==> config.mk <==
export PLATFORM = sky130hd
export DESIGN_NAME = sdram_boot_seq
export DESIGN_NICKNAME = d
export VERILOG_FILES = /design/src/rtl/sdram_boot_pkg.sv /design/src/rtl/sdram_gap_counter.sv /design/src/rtl/sdram_boot_fsm.sv /design/src/rtl/sdram_mode_words.sv /design/src/rtl/sdram_pin_stage.sv /design/src/rtl/sdram_boot_seq.sv
export SDC_FILE = /design/constraint.sdc
export NUM_CORES = 1
export LEC_CHECK = 0
export CELL_PAD_IN_SITES_DETAIL_PLACEMENT = 2
export CELL_PAD_IN_SITES_GLOBAL_PLACEMENT = 2
export CORE_UTILIZATION = 40
export CTS_BUF_LIST = sky130_fd_sc_hd__clkbuf_8
export CTS_CLUSTER_SIZE = 12
export DETAILED_ROUTE_END_ITERATION = 6
export DONT_BUFFER_PORTS = 1
export PLACE_DENSITY = 0.79
export SLEW_MARGIN = 20
export SYNTH_ARGS = -nofsm -noshare
export SYNTH_HDL_FRONTEND = slang
export SYNTH_SLANG_ARGS = --single-unit
==> constraint.sdc <==
create_clock -name clk -period 2.4 [get_ports clk]
set_input_delay 0 -clock clk [delete_from_list [all_inputs] [get_ports clk]]
set_output_delay 0 -clock clk [all_outputs]
set_load 0.03 [all_outputs]
==> src/rtl/sdram_boot_pkg.sv <==
package sdram_boot_pkg;

  // {cs_n, ras_n, cas_n, we_n}
  typedef enum logic [3:0] {
    CMD_LMR  = 4'b0000,
    CMD_AREF = 4'b0001,
    CMD_PRE  = 4'b0010,
    CMD_NOP  = 4'b0111
  } sd_cmd_e;

  typedef enum logic [2:0] {
    ST_POWER,
    ST_PRE,
    ST_REF1,
    ST_REF2,
    ST_MODE,
    ST_EXT,
    ST_SETTLE,
    ST_RUN
  } boot_step_e;

  localparam int ALL_BANK_BIT = 10;

  function automatic int ns_to_cycles(longint unsigned hz, longint unsigned ns);
    return int'((hz * ns) / 64'd1_000_000_000);
  endfunction

endpackage

==> src/rtl/sdram_gap_counter.sv <==
module sdram_gap_counter #(
  parameter int W     = 16,
  parameter int START = 0
) (
  input  logic         clk,
  input  logic         rst,
  input  logic         load,
  input  logic [W-1:0] load_val,
  output logic         expired
);

  logic [W-1:0] cnt_q;

  always_ff @(posedge clk) begin
    if (rst) begin
      cnt_q <= W'(START);
    end else if (load) begin
      cnt_q <= load_val;
    end else if (cnt_q != '0) begin
      cnt_q <= cnt_q - 1'b1;
    end
  end

  assign expired = (cnt_q == '0);

endmodule

==> src/rtl/sdram_boot_fsm.sv <==
module sdram_boot_fsm
  import sdram_boot_pkg::*;
#(
  parameter int W         = 16,
  parameter int PWRUP_CYC = 50000,
  parameter int T_RP      = 3,
  parameter int T_RC      = 9,
  parameter int T_MRD     = 2,
  parameter int REF_CYC   = 3906
) (
  input  logic    clk,
  input  logic    rst,
  output sd_cmd_e issue_cmd,
  output logic    issue_ext,
  output logic    cke_q,
  output logic    done_q
);

  boot_step_e   step_q, step_d;
  logic         load;
  logic [W-1:0] load_val;
  logic         expired;

  // One shared down-counter times every gap, including the settle wait.
  sdram_gap_counter #(
    .W     (W),
    .START (PWRUP_CYC - 1)
  ) u_gap (
    .clk      (clk),
    .rst      (rst),
    .load     (load),
    .load_val (load_val),
    .expired  (expired)
  );

  always_comb begin
    step_d    = step_q;
    issue_cmd = CMD_NOP;
    issue_ext = 1'b0;
    load      = 1'b0;
    load_val  = '0;
    if (expired) begin
      load = 1'b1;
      unique case (step_q)
        ST_POWER: begin
          load_val = '0;
          step_d   = ST_PRE;
        end
        ST_PRE: begin
          issue_cmd = CMD_PRE;
          load_val  = W'(T_RP - 1);
          step_d    = ST_REF1;
        end
        ST_REF1: begin
          issue_cmd = CMD_AREF;
          load_val  = W'(T_RC - 1);
          step_d    = ST_REF2;
        end
        ST_REF2: begin
          issue_cmd = CMD_AREF;
          load_val  = W'(T_RC - 1);
          step_d    = ST_MODE;
        end
        ST_MODE: begin
          issue_cmd = CMD_LMR;
          load_val  = W'(T_MRD - 1);
          step_d    = ST_EXT;
        end
        ST_EXT: begin
          issue_cmd = CMD_LMR;
          issue_ext = 1'b1;
          load_val  = W'(T_MRD - 1);
          step_d    = ST_SETTLE;
        end
        ST_SETTLE: begin
          load_val = W'(REF_CYC - 1);
          step_d   = ST_RUN;
        end
        ST_RUN: begin
          issue_cmd = CMD_AREF;
          load_val  = W'(REF_CYC - 1);
        end
        default: begin
          load_val = '0;
          step_d   = ST_POWER;
        end
      endcase
    end
  end

  always_ff @(posedge clk) begin
    if (rst) begin
      step_q <= ST_POWER;
      cke_q  <= 1'b0;
      done_q <= 1'b0;
    end else begin
      step_q <= step_d;
      if (expired && step_q == ST_POWER)  cke_q  <= 1'b1;
      if (expired && step_q == ST_SETTLE) done_q <= 1'b1;
    end
  end

endmodule

==> src/rtl/sdram_mode_words.sv <==
module sdram_mode_words #(
  parameter int ADDR_W       = 13,
  parameter int BURST_LEN    = 1,
  parameter int CAS_LAT      = 2,
  parameter int WRITE_SINGLE = 0,
  parameter int PASR         = 0,
  parameter int TCSR         = 0,
  parameter int DRV          = 0
) (
  output logic [ADDR_W-1:0] mrs_word,
  output logic [ADDR_W-1:0] emrs_word
);

  localparam int BL_CODE = (BURST_LEN <= 1) ? 0 : $clog2(BURST_LEN);

  always_comb begin
    mrs_word      = '0;
    mrs_word[2:0] = 3'(BL_CODE);
    mrs_word[3]   = 1'b0;
    mrs_word[6:4] = 3'(CAS_LAT);
    mrs_word[9]   = 1'(WRITE_SINGLE);

    emrs_word      = '0;
    emrs_word[2:0] = 3'(PASR);
    emrs_word[4:3] = 2'(TCSR);
    emrs_word[6:5] = 2'(DRV);
  end

endmodule

==> src/rtl/sdram_pin_stage.sv <==
module sdram_pin_stage
  import sdram_boot_pkg::*;
#(
  parameter int ADDR_W = 13,
  parameter int BANK_W = 2
) (
  input  logic              clk,
  input  logic              rst,
  input  sd_cmd_e           issue_cmd,
  input  logic              issue_ext,
  input  logic [ADDR_W-1:0] mrs_word,
  input  logic [ADDR_W-1:0] emrs_word,
  output logic [3:0]        cmd_q,
  output logic [BANK_W-1:0] ba_q,
  output logic [ADDR_W-1:0] addr_q
);

  logic [BANK_W-1:0] ba_d;
  logic [ADDR_W-1:0] addr_d;

  always_comb begin
    ba_d   = '0;
    addr_d = '0;
    unique case (issue_cmd)
      CMD_PRE: addr_d[ALL_BANK_BIT] = 1'b1;
      CMD_LMR: begin
        if (issue_ext) begin
          ba_d   = BANK_W'(2);
          addr_d = emrs_word;
        end else begin
          addr_d = mrs_word;
        end
      end
      default: begin
        ba_d   = '0;
        addr_d = '0;
      end
    endcase
  end

  always_ff @(posedge clk) begin
    if (rst) begin
      cmd_q  <= CMD_NOP;
      ba_q   <= '0;
      addr_q <= '0;
    end else begin
      cmd_q  <= issue_cmd;
      ba_q   <= ba_d;
      addr_q <= addr_d;
    end
  end

endmodule

==> src/rtl/sdram_boot_seq.sv <==
module sdram_boot_seq
  import sdram_boot_pkg::*;
#(
  parameter int unsigned CLK_HZ       = 250_000_000,
  parameter int unsigned PWRUP_NS     = 200_000,
  parameter int unsigned REFI_NS      = 15_625,
  parameter int          T_RP         = 3,
  parameter int          T_RC         = 9,
  parameter int          T_MRD        = 2,
  parameter int          BURST_LEN    = 1,
  parameter int          CAS_LAT      = 2,
  parameter int          WRITE_SINGLE = 0,
  parameter int          PASR         = 0,
  parameter int          TCSR         = 0,
  parameter int          DRV          = 0,
  parameter int          ADDR_W       = 13,
  parameter int          BANK_W       = 2
) (
  input  logic              clk,
  input  logic              rst,
  output logic              cke_o,
  output logic              cs_n_o,
  output logic              ras_n_o,
  output logic              cas_n_o,
  output logic              we_n_o,
  output logic [BANK_W-1:0] ba_o,
  output logic [ADDR_W-1:0] addr_o,
  output logic              init_done_o
);

  localparam int PWRUP_CYC = ns_to_cycles(longint'(CLK_HZ), longint'(PWRUP_NS));
  localparam int REF_CYC   = ns_to_cycles(longint'(CLK_HZ), longint'(REFI_NS));
  localparam int MAX_GAP   = (PWRUP_CYC > REF_CYC) ? PWRUP_CYC : REF_CYC;
  localparam int CNT_W     = $clog2(MAX_GAP + 1);

  sd_cmd_e           issue_cmd;
  logic              issue_ext;
  logic              cke_q;
  logic              done_q;
  logic [ADDR_W-1:0] mrs_word;
  logic [ADDR_W-1:0] emrs_word;
  logic [3:0]        cmd_q;

  sdram_boot_fsm #(
    .W         (CNT_W),
    .PWRUP_CYC (PWRUP_CYC),
    .T_RP      (T_RP),
    .T_RC      (T_RC),
    .T_MRD     (T_MRD),
    .REF_CYC   (REF_CYC)
  ) u_fsm (
    .clk       (clk),
    .rst       (rst),
    .issue_cmd (issue_cmd),
    .issue_ext (issue_ext),
    .cke_q     (cke_q),
    .done_q    (done_q)
  );

  sdram_mode_words #(
    .ADDR_W       (ADDR_W),
    .BURST_LEN    (BURST_LEN),
    .CAS_LAT      (CAS_LAT),
    .WRITE_SINGLE (WRITE_SINGLE),
    .PASR         (PASR),
    .TCSR         (TCSR),
    .DRV          (DRV)
  ) u_words (
    .mrs_word  (mrs_word),
    .emrs_word (emrs_word)
  );

  sdram_pin_stage #(
    .ADDR_W (ADDR_W),
    .BANK_W (BANK_W)
  ) u_pins (
    .clk       (clk),
    .rst       (rst),
    .issue_cmd (issue_cmd),
    .issue_ext (issue_ext),
    .mrs_word  (mrs_word),
    .emrs_word (emrs_word),
    .cmd_q     (cmd_q),
    .ba_q      (ba_o),
    .addr_q    (addr_o)
  );

  assign {cs_n_o, ras_n_o, cas_n_o, we_n_o} = cmd_q;
  assign cke_o       = cke_q;
  assign init_done_o = done_q;

endmodule

# == After elaboration in Yosys (flattened, before gate mapping) ==
# Index checks and enable logic that the tools add are counted.
# op_classes
multipliers,0
addsub,1
n_lt_le_gt_ge,0
eq_ne,8
n_bitwise,1
div_mod_pow,0
shift,0
n_mux,13
reduce_logical,14
# ops
cell,count
case mux 16 bit (5 select lines),1
2-to-1 mux 16 bit,3
case mux 3 bit (7 select lines),1
logical NOT 16 bit,1
nonzero test 16 bit,1
subtractor 16 x 1 -> 16 bit (second input constant),1
equality test 3 bit (second input constant),4
case mux 3 bit (3 select lines),1
OR reduction 2 bit,4
nonzero test 7 bit,1
equality test 3 x 2 -> 1 bit (second input constant),2
2-to-1 mux 6 bit,1
equality test 4 x 2 -> 1 bit (second input constant),1
logical NOT 4 bit,1
2-to-1 mux 4 bit,1
equality test 3 x 1 -> 1 bit (second input constant),1
logical NOT 3 bit,1
2-to-1 mux 1 bit,3
OR reduction 3 bit,1
logical AND 1 bit,2
2-to-1 mux 2 bit,1
case mux 1 bit (2 select lines),1
AND reduction 2 bit,1
nonzero test 2 bit,1
inverter 1 bit,1
# totals
input_bits,2
mem_count,0
elab_cells,45
register_bits,40
mem_bits_rw,0
latchBits,0
romBits,0
out_inout_bits,21

# == Depth between registers and ports, before layout ==
# logic_depth
word_depth,7
mapped_depth,8
ltp_nobuf,7

# == Hierarchy ==
# Synthesis repeated with hierarchy kept, for this count alone.
# hier_totals
hier_cells,228
hier_area_um2,2113.3
# modules_own_cells
mod,n_inst,cells_each,seq_area_each_um2,area_each_um2
sdram_gap_counter,1,105,320.3,918.4
sdram_pin_stage,1,58,360.3,700.7
sdram_boot_fsm,1,37,100.1,291.5
sdram_mode_words,1,28,0.0,202.7

# == Worst setup path before layout ==
# No wires, ideal clock.
# synth_timing
path_type,register to register
start,reg u_fsm.u_gap.cnt_q[0]
end,reg u_fsm.u_gap.cnt_q[14]
setup_time_ns,0.120
stages_incl_launch_ff,7
period_less_slack_ns,1.716
arrival_ns,1.597
setup_slack_ns,0.684
cell_sequence,dfxtp_1 > inv_1 > ha_1 > nor3b_4 > nand4b_2 > or3_1 > a211o_1
# synth_between
elab_chain_cells,3
elab_cells_between_ends,8
classes_between,1 x add/sub; 4 x mux; 3 x reduce/logical
# synth_lines
item,line_no,source
start: declaration,sdram_gap_counter.sv:12,logic [W-1:0] cnt_q;
start signal: assignment,sdram_gap_counter.sv:16,cnt_q <= W'(START);
start signal: assignment,sdram_gap_counter.sv:18,cnt_q <= load_val;
start signal: assignment,sdram_gap_counter.sv:20,cnt_q <= cnt_q - 1'b1;
subtractor 16 x 1 -> 16 bit or logical NOT 16 bit (tied branches),"sdram_gap_counter.sv:20, sdram_gap_counter.sv:24",
"2-to-1 mux 16 bit, or another cell as far along",sdram_gap_counter.sv:19,end else if (cnt_q != '0) begin
2-to-1 mux 16 bit or nonzero test 2 bit (tied branches),n/a,
# Several ways; a longest one is shown, not always the timed one. The select of a mux whose other input is x is not followed.
# A chain may end at the register's enable or synchronous reset.

# == Worst setup path after layout ==
# Ends and elaborated chain as after synthesis.

==> results.sh <==
export IMPL_yosys_warnings=0
export IMPL_crit_path_end_kind="register"
export IMPL_slew_violations=0
export IMPL_nNetsFinal=146
export IMPL_grt_overflow_total=0
export IMPL_finalSetupViolCount=0
export IMPL_post_cts_buffers=0
export IMPL_critPathArrivalTime_ns=2.11
export IMPL_hp_class="input port to register"
export IMPL_fin_worst_skew_ns=0.00685
export IMPL_io_pins=23
export IMPL_cts_max_level=1
export IMPL_fmax_mhz=512
export IMPL_grt_max_degree=20
export IMPL_avgSynthCellArea_um2=9.61
export IMPL_numCtsBuffers=3
export IMPL_crit_path_start_kind="register"
export IMPL_period_share_pct=81.3
export IMPL_relSlewSlack_pct=47.6
export IMPL_wl_per_cell_um=16.1
export IMPL_crit_fanout=4
export IMPL_rsz0062_at_grt="no"
export IMPL_rows=20
export IMPL_antenna_cells=0
export IMPL_criticalPathCategory="register to register"
export IMPL_layout_cell_area_non_filler_mm2=0.00138
export IMPL_core_mm2=0.00315
export IMPL_nFillCells=364
export IMPL_grt_pass1_wl_mm=4.91
export IMPL_antenna_found_initial=0
export IMPL_regArea_um2=541
export IMPL_synth_seq_cells=27
export IMPL_status="finished clean"
export IMPL_synth_cells=143
export IMPL_wl_mm=2.97
export IMPL_cts_tree="built"
export IMPL_die_h_um=60.6
export IMPL_place_congestion=0.724
export IMPL_drc=0
export IMPL_cts_root_buffer="clkbuf_8"
export IMPL_finalHoldViolCount=0
export IMPL_grt_pass1_vias=976
export IMPL_clock_sinks=27
export IMPL_hold_worst_slack_ns=0.0554
export IMPL_place_hpwl_mm=2.23
export IMPL_netlist_cell_type_count=45
export IMPL_multi_input_area_um2=714
export IMPL_dr_pass1_iters=4
export IMPL_drive_above_1_share_pct=14.9
export IMPL_via_per_inst=5.09
export IMPL_ys_seq_area_share_pct=39.3
export IMPL_io_buffers=0
export IMPL_max_slew_worst_pin_slew_ns=0.783
export IMPL_post_dp_cell_area_mm2=0.00133
export IMPL_dpl_worst_slack_ns=0.459
export IMPL_cts_path_max_buffers=2
export IMPL_critical_path_required_ns=2.56
export IMPL_vias=942
export IMPL_synth_edff_count=0
export IMPL_die_w_um=60.6
export IMPL_powerDensity_mw_per_mm2=553
export IMPL_period_minus_slack_ns=1.95
export IMPL_path_clk_slew_ns=0.09
export IMPL_p_total_mw=0.765
export IMPL_setup_ws_ns=0.448
export IMPL_drt_initial_drc_count=24
export IMPL_worstSkewPairLatency_ns=0.27
export IMPL_p_leak_nw=0.598
export IMPL_netlist_area_mm2=0.00137
export IMPL_fp_dieArea_mm2=0.00367
export IMPL_area_growth_pct=0.729
export IMPL_cap_violations=0
export IMPL_async_flop_share_pct=0
export IMPL_synth_flop_cell="dfxtp_1"
export IMPL_grt_use_total_pct=18.6
export IMPL_peakVddDrop_v=0.000367
export IMPL_drt_antenna_violating_nets=0
export IMPL_tns_ns=0
export IMPL_initial_core_util_pct=43.6
[worst max-delay path: stages, from the launching register on]
cell and delay [ns]:
dfxtp_1 0.36, inv_1 0.12, ha_1 0.20, nor3b_4 0.31, nand4b_2 0.18, or3_1 0.37
a211o_1 0.30
[sequential cells by signal, indices dropped and copies added, names as in the netlist]
| name | count |
|---|---|
| u_fsm.step_q | 3 |
| u_pins.cmd_q | 3 |
| u_fsm.done_q | 1 |
| u_fsm.cke_q | 1 |
| u_fsm.u_gap.cnt_q | 16 |
| u_pins.addr_q | 2 |
| u_pins.ba_q | 1 |
[cells in the final DEF, fill, tap and decap left out, drive strengths merged, types with 4 or more instances in the layout]
master  count
o21bai      4
inv         4
dfxtp      27
xor2        4
xnor2       6
a21oi       8
conb       13
nor3        6
nor2       21
nand2       9
[worst paths after layout]
path | slack [ns] | depth (start not counted) | endpoint | from
setup / recovery | 0.45 | 6 | u_fsm.u_gap.cnt_q[14] | u_fsm.u_gap.cnt_q[0]
hold / removal | 0.06 | 2 | u_fsm.u_gap.cnt_q[5] | rst
setup reg to reg | 0.45 | 6 | u_fsm.u_gap.cnt_q[14] | u_fsm.u_gap.cnt_q[0]
hold reg to reg | 0.52 | 2 | u_fsm.u_gap.cnt_q[7] | u_fsm.u_gap.cnt_q[7]
[cell usage after synthesis (2+ instances only)]
library cell	number	share of area, %
inv_1	3	0.82
nor3_1	4	1.5
nor4_2	2	1.8
dfxtp_1	27	39
a21oi_2	2	1.3
nand3_2	3	2.2
nand2_1	8	2.2
o21bai_1	4	2.2
and3_1	2	0.91
nand2b_1	2	0.91
buf_4	14	7.7
a21oi_1	6	2.2
ha_1	2	1.8
or3_1	2	0.91
clkbuf_1	3	0.82
o21ai_0	2	0.73
xor2_1	4	2.5
a211oi_1	2	1.1
xnor2_1	6	3.8
nor2_1	20	5.5
[per-layer routing]
layer	up-vias	track usage (%)	wire [um]
li1	456	-	-
met1	467	23.5	1330
met2	17	32.0	1510
met3	2	5.54	117
met4	0	2.92	14
met5	-	0	0
[per-stage QoR]
step | cells | utilization, %
2_1_floorplan | 155 | -
3_3_place_gp | 180 | 42.1
3_5_place_dp | 180 | 42.1
4_1_cts | 185 | 43.9
5_1_grt | 185 | 43.9
6_report | 185 | 43.9
[cells by family (layout without fill, tap and decap cells)]
group                    Yosys count  after routing  synth area share, %
multiplexers                       1              1                0.729
AND/OR/NAND/NOR                   55             55                 26.8
AO/OA/AOI/OAI                     24             24                 12.8
other                              1             13                0.273
flip-flops                        27             27                 39.3
XOR/XNOR                          10             10                 6.37
buffers and inverters             23              9                 11.9
adder cells (fa/ha/maj)            2              2                 1.82
[report_power, final]
part / internal [mW] / total, mW / leakage (nW) / switching [mW]
Clock: 0.115 / 0.252 / 0.0269 / 0.137
Combinational: 0.0115 / 0.0533 / 0.353 / 0.0418
Sequential: 0.452 / 0.460 / 0.219 / 0.00791
[what timing repair did]
action,4_1_cts,5_1_grt
endpoints found under the hold margin,22,0
hold buffers,1,0
gates resized for setup,0,0
[layout make-up]
class                   instances  share of cell area [%]
multi-input cells             105                    51.6
flip-flops and latches         27                    39.1
well taps                      44                    3.98
clock buffers                   3                    2.98
repair buffers                  2                    1.27
inverters                       3                   0.814
clock inverters                 1                   0.271
Note: power is estimated with default switching activity, not from simulation.
